**src/rtl/sbus_pkg.sv**
```systemverilog
package sbus_pkg;
  typedef enum logic [1:0] {
    ALU_ADD   = 2'b00,
    ALU_SUB   = 2'b01,
    ALU_XOR   = 2'b10,
    ALU_PASSB = 2'b11
  } alu_op_e;

  localparam int unsigned PC_STEP = 4;
endpackage

```
**src/rtl/sbus_ldreg.sv**
```systemverilog
module sbus_ldreg #(
  parameter int DW = 32
) (
  input  logic          clk,
  input  logic          rst_n,
  input  logic          ld,
  input  logic [DW-1:0] d,
  output logic [DW-1:0] q
);
  always_ff @(posedge clk or negedge rst_n) begin
    if (!rst_n)  q <= '0;
    else if (ld) q <= d;
  end
endmodule

```
**src/rtl/sbus_gprs.sv**
```systemverilog
module sbus_gprs #(
  parameter int DW   = 32,
  parameter int NGPR = 4
) (
  input  logic            clk,
  input  logic            rst_n,
  input  logic [DW-1:0]   bus,
  input  logic [NGPR-1:0] in_en,
  input  logic [NGPR-1:0] out_en,
  output logic [DW-1:0]   drv
);
  logic [DW-1:0] regs [NGPR];

  for (genvar g = 0; g < NGPR; g++) begin : g_reg
    sbus_ldreg #(.DW(DW)) u_r (
      .clk(clk), .rst_n(rst_n), .ld(in_en[g]), .d(bus), .q(regs[g])
    );
  end

  // AND-OR contribution of the enabled registers to the bus
  always_comb begin
    drv = '0;
    for (int i = 0; i < NGPR; i++) begin
      if (out_en[i]) drv = drv | regs[i];
    end
  end
endmodule

```
**src/rtl/sbus_alu.sv**
```systemverilog
module sbus_alu
  import sbus_pkg::*;
#(
  parameter int DW = 32
) (
  input  logic [DW-1:0] y_val,
  input  logic          sel_const,
  input  logic [DW-1:0] b_val,
  input  logic [1:0]    op,
  input  logic          cin,
  output logic [DW-1:0] res
);
  localparam logic [DW-1:0] KSTEP = DW'(PC_STEP);

  logic [DW-1:0] a_val;
  logic [DW-1:0] cin_w;

  assign a_val = sel_const ? KSTEP : y_val;
  assign cin_w = {{(DW-1){1'b0}}, cin};

  always_comb begin
    unique case (alu_op_e'(op))
      ALU_ADD:   res = a_val + b_val + cin_w;
      ALU_SUB:   res = a_val + ~b_val + cin_w;
      ALU_XOR:   res = a_val ^ b_val;
      default:   res = b_val;
    endcase
  end
endmodule

```
**src/rtl/sbus_mdr.sv**
```systemverilog
module sbus_mdr #(
  parameter int DW = 32
) (
  input  logic          clk,
  input  logic          rst_n,
  input  logic [DW-1:0] bus,
  input  logic          ld_bus,
  input  logic          ld_mem,
  input  logic          drv_mem,
  input  logic          mfc,
  input  logic [DW-1:0] rdata,
  input  logic          rd_req,
  input  logic          wr_req,
  output logic [DW-1:0] q,
  output logic          rd_pend,
  output logic          wr_pend,
  output logic [DW-1:0] wdata
);
  always_ff @(posedge clk or negedge rst_n) begin
    if (!rst_n) begin
      q       <= '0;
      rd_pend <= 1'b0;
      wr_pend <= 1'b0;
    end else begin
      // memory-side capture wins over internal-side capture
      if (ld_mem && mfc) q <= rdata;
      else if (ld_bus)   q <= bus;
      rd_pend <= rd_req | (rd_pend & ~mfc);
      wr_pend <= wr_req | (wr_pend & ~mfc);
    end
  end

  assign wdata = drv_mem ? q : '0;
endmodule

```
**src/rtl/sbus_datapath.sv**
```systemverilog
module sbus_datapath #(
  parameter int DW   = 32,
  parameter int NGPR = 4
) (
  input  logic            clk,
  input  logic            rst_n,
  input  logic [NGPR-1:0] gpr_out,
  input  logic [NGPR-1:0] gpr_in,
  input  logic            pc_out,
  input  logic            pc_in,
  input  logic            ir_out,
  input  logic            ir_in,
  input  logic            tmp_out,
  input  logic            tmp_in,
  input  logic            y_in,
  input  logic            z_in,
  input  logic            z_out,
  input  logic            mar_in,
  input  logic            mdr_in,
  input  logic            mdr_out,
  input  logic            mdr_in_e,
  input  logic            mdr_out_e,
  input  logic            sel_const,
  input  logic [1:0]      alu_op,
  input  logic            carry_in,
  input  logic            mem_rd_req,
  input  logic            mem_wr_req,
  input  logic            end_step,
  input  logic [DW-1:0]   mem_rdata,
  input  logic            mem_mfc,
  output logic [DW-1:0]   mem_addr,
  output logic [DW-1:0]   mem_wdata,
  output logic            mem_rd,
  output logic            mem_wr,
  output logic [DW-1:0]   bus_obs,
  output logic [DW-1:0]   ir_word,
  output logic            bus_err,
  output logic            done
);
  localparam int NSRC = NGPR + 5;

  logic [DW-1:0]   bus, gpr_drv, alu_res;
  logic [DW-1:0]   pc_q, ir_q, tmp_q, y_q, z_q, mar_q, mdr_q;
  logic [NSRC-1:0] out_vec;

  assign out_vec = {ir_out, mdr_out, z_out, tmp_out, pc_out, gpr_out};

  sbus_gprs #(.DW(DW), .NGPR(NGPR)) u_gprs (
    .clk(clk), .rst_n(rst_n), .bus(bus),
    .in_en(gpr_in), .out_en(gpr_out), .drv(gpr_drv)
  );

  sbus_ldreg #(.DW(DW)) u_pc  (.clk(clk), .rst_n(rst_n), .ld(pc_in),  .d(bus),     .q(pc_q));
  sbus_ldreg #(.DW(DW)) u_ir  (.clk(clk), .rst_n(rst_n), .ld(ir_in),  .d(bus),     .q(ir_q));
  sbus_ldreg #(.DW(DW)) u_tmp (.clk(clk), .rst_n(rst_n), .ld(tmp_in), .d(bus),     .q(tmp_q));
  sbus_ldreg #(.DW(DW)) u_y   (.clk(clk), .rst_n(rst_n), .ld(y_in),   .d(bus),     .q(y_q));
  sbus_ldreg #(.DW(DW)) u_z   (.clk(clk), .rst_n(rst_n), .ld(z_in),   .d(alu_res), .q(z_q));
  sbus_ldreg #(.DW(DW)) u_mar (.clk(clk), .rst_n(rst_n), .ld(mar_in), .d(bus),     .q(mar_q));

  sbus_alu #(.DW(DW)) u_alu (
    .y_val(y_q), .sel_const(sel_const), .b_val(bus),
    .op(alu_op), .cin(carry_in), .res(alu_res)
  );

  sbus_mdr #(.DW(DW)) u_mdr (
    .clk(clk), .rst_n(rst_n), .bus(bus),
    .ld_bus(mdr_in), .ld_mem(mdr_in_e), .drv_mem(mdr_out_e),
    .mfc(mem_mfc), .rdata(mem_rdata),
    .rd_req(mem_rd_req), .wr_req(mem_wr_req),
    .q(mdr_q), .rd_pend(mem_rd), .wr_pend(mem_wr), .wdata(mem_wdata)
  );

  // shared bus: AND-OR of all enabled sources, zero when idle
  always_comb begin
    bus = gpr_drv;
    if (pc_out)  bus = bus | pc_q;
    if (ir_out)  bus = bus | ir_q;
    if (tmp_out) bus = bus | tmp_q;
    if (z_out)   bus = bus | z_q;
    if (mdr_out) bus = bus | mdr_q;
  end

  // drive-conflict detection
  always_comb begin
    logic seen;
    seen    = 1'b0;
    bus_err = 1'b0;
    for (int i = 0; i < NSRC; i++) begin
      if (out_vec[i]) begin
        if (seen) bus_err = 1'b1;
        seen = 1'b1;
      end
    end
  end

  always_ff @(posedge clk or negedge rst_n) begin
    if (!rst_n) done <= 1'b0;
    else        done <= end_step;
  end

  assign bus_obs  = bus;
  assign mem_addr = mar_q;
  assign ir_word  = ir_q;
endmodule

```
**config.mk**
```make
export PLATFORM = sky130hd
export DESIGN_NAME = sbus_datapath
export DESIGN_NICKNAME = d
export VERILOG_FILES = /design/src/rtl/sbus_pkg.sv /design/src/rtl/sbus_ldreg.sv /design/src/rtl/sbus_gprs.sv /design/src/rtl/sbus_alu.sv /design/src/rtl/sbus_mdr.sv /design/src/rtl/sbus_datapath.sv
export SDC_FILE = /design/constraint.sdc
export NUM_CORES = 1
export LEC_CHECK = 0
export CAP_MARGIN = 20
export CORE_ASPECT_RATIO = 1.25
export CORE_UTILIZATION = 25
export DETAILED_ROUTE_END_ITERATION = 10
export GPL_ROUTABILITY_DRIVEN = 0
export SYNTH_ARGS = -nofsm -noshare
export SYNTH_HDL_FRONTEND = slang
export SYNTH_HIERARCHICAL = 1
export SYNTH_SLANG_ARGS = --single-unit
export TNS_END_PERCENT = 10
```
**constraint.sdc**
```tcl
create_clock -name clk -period 8.5 [get_ports clk]
set_input_delay 1.7 -clock clk [delete_from_list [all_inputs] [get_ports clk]]
set_output_delay 1.7 -clock clk [all_outputs]
set_load 0.01 [all_outputs]
```
### After elaboration in Yosys (flattened, before gate mapping)

Index checks and enable logic that the tools add are counted.

* word-level logic and storage cells: 76
* output and inout bits: 132
* register bits: 355
* bits of input ports: 64

* eq/ne operators: 2
* muxes and demuxes: 38
* reductions and logical operators: 3
* $add $sub $neg: 4
* bitwise logic cells: 15

Operators by type and width (number)
* $mux W32: 13
* $or A32 B32 Y32: 8
* $pmux W32 S3: 1
* $add A32 B1 Y32: 2
* $add A32 B32 Y32: 2
* $not A32 Y32: 1
* $xor A32 B32 Y32: 1
* $mux W1: 24
* $and A1 B1 Y1: 2
* $eq A2 B1 Y1 const B: 1
* $eq A2 B2 Y1 const B: 1
* $logic_not A2 Y1: 1
* $or A1 B1 Y1: 2
* $reduce_bool A2 Y1: 1
* $logic_and A1 B1 Y1: 1
* $not A1 Y1: 1

### Depth between registers and ports, before layout

* word-level depth: 21
* mapped depth: 22
* depth with buffers taken out: 21

### Cells and area by module

Netlist, hierarchy kept.

By module, submodules not included
* sbus_ldreg: area an instance 1345.0 um^2, instances 10, cells an instance 68, sequential area each 800.8 um^2
* sbus_alu: area an instance 5571.6 um^2, instances 1, cells an instance 858, sequential area each 0.0 um^2
* sbus_mdr: area an instance 1881.8 um^2, instances 1, cells an instance 184, sequential area each 850.8 um^2
* sbus_datapath: area an instance 994.7 um^2, instances 1, cells an instance 160, sequential area each 25.0 um^2
* sbus_gprs: area an instance 698.2 um^2, instances 1, cells an instance 108, sequential area each 0.0 um^2

### Worst setup path before layout

Ideal clock, no wire load.

* path type: input-to-reg
* from: input sel_const
* to: register u_z.q[29]
* data required time: 8375 ps
* arrival: 6231 ps
* cell stages on the path: 21
* path buffers: 8
* slack: 2144 ps
* cells stage by stage: buf_6 buf_6 buf_2 buf_2 buf_1 clkbuf_1 clkbuf_1 or2_2 ha_1 buf_2 o41ai_1 maj3_1 o2bb2ai_1 a31oi_4 o311ai_2 a21bo_2 a211oi_1 o21ai_1 mux2_1 a221o_1 mux2_2

* longest elaborated chain between the ends: 4
* elaborated cells on any way between the ends: 7

Ends and longest elaborated chain
* from (decl): line sbus_datapath.sv:23 `input logic sel_const,`
* $mux W32 (*): line sbus_alu.sv:18 `assign a_val = sel_const ? KSTEP : y_val;`
* $add A32 B32 Y32 (on tied branches): line sbus_alu.sv:24, sbus_alu.sv:23
* $add A32 B1 Y32 (on tied branches): line sbus_alu.sv:24, sbus_alu.sv:23
* $pmux W32 S3 (*): line sbus_alu.sv:22 `unique case (alu_op_e'(op))`
* named net alu_res[29]: line sbus_datapath.sv:42 `logic [DW-1:0] bus, gpr_drv, alu_res;`
* to (signal assigned): line sbus_ldreg.sv:11 `if (!rst_n) q <= '0;`
* to (signal assigned): line sbus_ldreg.sv:12 `else if (ld) q <= d;`
* to (decl): line sbus_ldreg.sv:8 `output logic [DW-1:0] q`

The timed path passes the listed nets; every way through them passes the cells marked *.
A chain may end at the register's enable or synchronous reset.

### Final worst setup path

* from: input gpr_out[1]
* to: register u_z.q[29]

* longest elaborated chain between the ends: 19
* elaborated cells on any way between the ends: 22

Ends and longest elaborated chain
* from (decl): line sbus_datapath.sv:7 `input logic [NGPR-1:0] gpr_out,`
* $mux W32 (*): line sbus_gprs.sv:24 `if (out_en[i]) drv = drv | regs[i];`
* $or A32 B32 Y32: line sbus_gprs.sv:24
* $mux W32 (*): line sbus_gprs.sv:24
* $or A32 B32 Y32: line sbus_gprs.sv:24
* $mux W32 (*): line sbus_gprs.sv:24
* named net gpr_drv[9]: line sbus_datapath.sv:42
* $or A32 B32 Y32: line sbus_datapath.sv:76 `if (pc_out) bus = bus | pc_q;`
* $mux W32 (*): line sbus_datapath.sv:76
* [5 not listed]
* $mux W32 (*): line sbus_datapath.sv:79 `if (z_out) bus = bus | z_q;`
* $or A32 B32 Y32: line sbus_datapath.sv:80 `if (mdr_out) bus = bus | mdr_q;`
* $mux W32 (*): line sbus_datapath.sv:80
* $not A32 Y32: line sbus_alu.sv:24 `ALU_SUB: res = a_val + ~b_val + cin_w;`
* $add A32 B32 Y32: line sbus_alu.sv:24
* $add A32 B1 Y32: line sbus_alu.sv:24
* $pmux W32 S3 (*): line sbus_alu.sv:22
* named net alu_res[29]: line sbus_datapath.sv:42

Marks and branches as above.

==> flow_metrics.env <==
export IMPL_setup_reg_to_reg_worst_slack_ns=3.83
export IMPL_setup_total_neg_slack_ns=0
export IMPL_wl_um=70800
export IMPL_routedWlPerCell_um=21.2
export IMPL_grt_setup_unrepaired="false"
export IMPL_postLayoutCoreUtil_pct=29.8
export IMPL_floorplan_die_area_um2=91600
export IMPL_min_period_ns=6.84
export IMPL_die_height_um=338
export IMPL_number_of_instances_in_the_synthesized_netlist=1990
export IMPL_synth_top_family_by_area="multiplexers"
export IMPL_finalSetupViolCount=0
export IMPL_hold_path_depth=1
export IMPL_crit_path_end_kind="flip-flop"
export IMPL_fill_cells=9091
export IMPL_boundaryPins=196
export IMPL_worstHoldPathType="reg -> reg"
export IMPL_cts_htree_levels=2
export IMPL_synth_flop_cell="dfrtp_1"
export IMPL_worst_hold_startpoint="u_mdr/rd_pend"
export IMPL_post_synthesis_net_count=2090
export IMPL_worstPathRequired_ns=8.95
export IMPL_globalRouteTotalUtil_pct=15.1
export IMPL_grt_antenna_before_repair=6
export IMPL_final_cell_area_um2=26500
export IMPL_avgViaCountPerCell=4.97
export IMPL_timing_slew_headroom_pct=24.7
export IMPL_coreArea_um2=89000
export IMPL_first_pass_grt_wire_length_um=108000
export IMPL_postSynthRegisterBits=355
export IMPL_flow_area_growth_from_synthesis_pct=17.3
export IMPL_min_period_over_period_pct=80.4
export IMPL_postCtsSetupBuffers=0
export IMPL_critical_path_arrival_ns=7.29
export IMPL_final_setup_worst_slack_ns=1.66
export IMPL_tightestPinTransition_ns=1.13
export IMPL_placement_stage_worst_setup_slack_ns=1.14
export IMPL_synth_adder_area_share_pct=2.44
export IMPL_final_hold_violating_endpoints=0
export IMPL_finalMaxSlewViolations=0
export IMPL_post_dp_hpwl_um=48500
export IMPL_die_w_um=271
export IMPL_synth_mux_area_fraction_pct=23.4
export IMPL_clock_sinks=355
export IMPL_asyncSetResetFlopFracSynth_pct=100
export IMPL_number_of_max_cap_violations=0
export IMPL_drt_pass1_iter_count=5
export IMPL_cts_hold_repair_buffers=0
export IMPL_fin_hold_ws_ns=0.477
export IMPL_placed_cell_area_um2=25100
export IMPL_grt_start_max_net_pins=137
export IMPL_clk_root_buffer_cell="clkbuf_16"
export IMPL_finClkSkew_ns=0.0264
export IMPL_critical_setup_path_kind="in -> reg"
export IMPL_synth_yosys_warnings=6
export IMPL_antenna_violating_nets_remaining=0
export IMPL_detailroute_via_count=16599
export IMPL_run_status="completed"
export IMPL_worst_skew_pair_late_latency_ns=0.57
export IMPL_number_of_enable_type_register_cells_in_the_synthesized_netlist=0
export IMPL_timing_reg2reg_worst_path_depth=21
export IMPL_sequential_share_of_the_synthesized_area_pct=39.3
export IMPL_total_congestion_overflow_after_global_routing=0
export IMPL_yosys_cell_types_count=95
export IMPL_rr_endpoint="u_z/q[30]"
export IMPL_first_global_vias=16737
export IMPL_synthesis_area_um2=22600
export IMPL_synth_compound_gate_area_share_pct=15.8
export IMPL_drt_first_iter_violations=1335
export IMPL_port_buffer_count=195
export IMPL_leakagePower_nw=10.6
export IMPL_fmax_mhz=146
export IMPL_post_route_cells_drive_above_1_share_pct=23.8
export IMPL_critical_path_peak_fanout=19
export IMPL_worst_setup_hold_path_clk_slew_ns=0.07
export IMPL_post_cts_resize_count=0
export IMPL_cts_inserted_buffers=40
export IMPL_core_rowCount=122
export IMPL_vdd_ir_drop_max_uv=115
export IMPL_synth_simple_gate_area_share_pct=9.73
export IMPL_design_final_nets=2236
export IMPL_power_per_cell_area_nw_per_um2=158
export IMPL_min_to="u_mdr/rd_pend"
export IMPL_start_util_pct=25.4
export IMPL_syn_area_per_cell_um2=11.4
export IMPL_clock_tree_buffer_depth=3
export IMPL_cp_start_kind="input pin"
export IMPL_drc=0
export IMPL_synth_xor_xnor_area_share_pct=2.25
export IMPL_cts_tree="built"
export IMPL_regToRegStartpoint="u_gprs/g_reg[2].u_r/q[0]"
[placed cells by master (no fill, tap or decap), types with 7 or more instances in the layout]
cell and instances:
a211oi_1 17, a21o_1 12, a21oi_1 112, a22oi_1 131, a31oi_1 24, and2_1 39, and3_1 11, buf_2 14
buf_4 68, clkbuf_16 40, clkdlybuf4s50_1 180, dfrtp_1 355, ha_1 36, inv_1 52, maj3_1 10, mux2_2 23
mux2_4 300, mux2i_1 36, mux4_2 7, nand2_1 92, nand2b_1 14, nand3_1 82, nor2_1 81, nor2b_1 47
nor3_1 24, nor4_1 7, o211ai_1 9, o21ai_0 55, o21ai_1 38, o21bai_1 16, o31ai_1 9, o32ai_1 10
or2_2 7, xnor2_1 47, xor2_1 8
[logic make-up after synthesis]
group                    after synthesis
XOR/XNOR                              56
adder cells (fa/ha/maj)               46
buffers and inverters                215
AND/OR/NAND/NOR                      431
multiplexers                         367
flip-flops                           355
AO/OA/AOI/OAI                        520
[layout make-up]
class	count	area, um2	area share [%]
multi-input cells	1420	12100	45.7
flip-flops and latches	355	8880	33.5
repair buffers	265	2440	9.23
well taps	1178	1470	5.56
clock buffers	51	1100	4.16
clock inverters	19	275	1.04
inverters	54	203	0.765
diodes	1	2.50	0.00944
[Yosys cell counts (5+ instances only)]
| cell type | n | area share [%] |
|---|---|---|
| a21o_1 | 12 | 0.40 |
| nand2b_1 | 14 | 0.39 |
| o31ai_1 | 9 | 0.30 |
| o211ai_1 | 9 | 0.30 |
| buf_6 | 25 | 1.2 |
| mux2_4 | 300 | 20 |
| a31oi_1 | 24 | 0.66 |
| and3_1 | 11 | 0.30 |
| or2_2 | 7 | 0.19 |
| o21bai_1 | 16 | 0.53 |
| a2bb2oi_1 | 6 | 0.23 |
| buf_12 | 33 | 2.9 |
| mux4_2 | 7 | 0.70 |
| nand3_1 | 82 | 1.8 |
| buf_4 | 7 | 0.23 |
| o32ai_1 | 10 | 0.39 |
| buf_1 | 8 | 0.13 |
| xnor2_1 | 47 | 1.8 |
| maj3_1 | 10 | 0.44 |
| and2_1 | 39 | 1.1 |
| mux2i_1 | 36 | 1.6 |
| a22oi_1 | 131 | 4.4 |
| nor2b_1 | 47 | 1.3 |
| clkbuf_1 | 53 | 0.88 |
| nor3_1 | 24 | 0.53 |
| dfrtp_1 | 355 | 39 |
| a32oi_1 | 5 | 0.19 |
| nand2_1 | 92 | 1.5 |
| nor2_1 | 81 | 1.3 |
| o21ai_0 | 55 | 1.2 |
| ha_1 | 36 | 2.0 |
| a211oi_1 | 17 | 0.56 |
| o22ai_1 | 6 | 0.17 |
| xor2_1 | 8 | 0.31 |
| mux2_2 | 23 | 1.1 |
| nor4_1 | 7 | 0.19 |
| buf_2 | 35 | 0.78 |
| o31a_1 | 5 | 0.19 |
| o21ai_1 | 38 | 0.84 |
| inv_1 | 52 | 0.86 |
| a21oi_1 | 112 | 2.5 |
[registers in the layout, summed over array words and instances (netlist names)]
name            cells
u_y/q              32
u_mdr/wr_pend       1
u_ir/q             32
u_mar/q            32
u_tmp/q            32
u_pc/q             32
u_gprs/g.u_r/q    128
u_mdr/q            32
u_mdr/rd_pend       1
u_z/q              32
done                1
[critical path, stage by stage]
cell	delay [ns]
clkdlybuf4s50_1	1.00
buf_4	0.45
a22oi_1	0.22
nand2_1	0.08
a21oi_1	0.19
nand3_1	0.50
nor2b_1	0.43
a22o_1	0.20
a32oi_1	0.09
o32ai_1	0.48
a31oi_4	0.09
o311ai_2	0.50
a21bo_2	0.25
a211oi_1	0.07
o21ai_1	0.15
mux2_1	0.33
a221o_1	0.26
mux2_2	0.26
[worst max path at each step]
stage | cells after the start | from | endpoint | slack, ns
3_3_place_gp | 18 | gpr_out[1] | u_z/q[29] | 1.21
4_1_cts | 8 | gpr_out[1] | bus_obs[15] | 1.67
3_5_place_dp | 18 | gpr_out[1] | u_z/q[29] | 1.14
2_1_floorplan | 21 | sel_const | u_z/q[29] | 2.14
6_report | 18 | gpr_out[1] | u_z/q[29] | 1.66
5_1_grt | 18 | gpr_out[1] | u_z/q[29] | 1.30
[routing by layer]
metal  GRT usage, %  up-vias  share of wire [%]
li1               -     7585                  -
met3           2.17      106                5.0
met2           25.4      490                 49
met5              0        -              0.064
met1           19.7     8412                 43
met4           4.99        6                2.8
[report_power, final]
| part | switching, W | internal [W] |
|---|---|---|
| combinational | 0.000320 | 0.000238 |
| sequential | 0.0000417 | 0.00174 |
| clock | 0.000740 | 0.00110 |
| total | 0.00110 | 0.00308 |
[metrics by stage]
step                total power, W  std cells
finish                     0.00418       3343
global route               0.00433       3343
CTS                        0.00422       3342
detailed placement         0.00237       3272
global placement           0.00236       3271
floorplan                  0.00218       1990
Power figures use the tool's default switching activity.
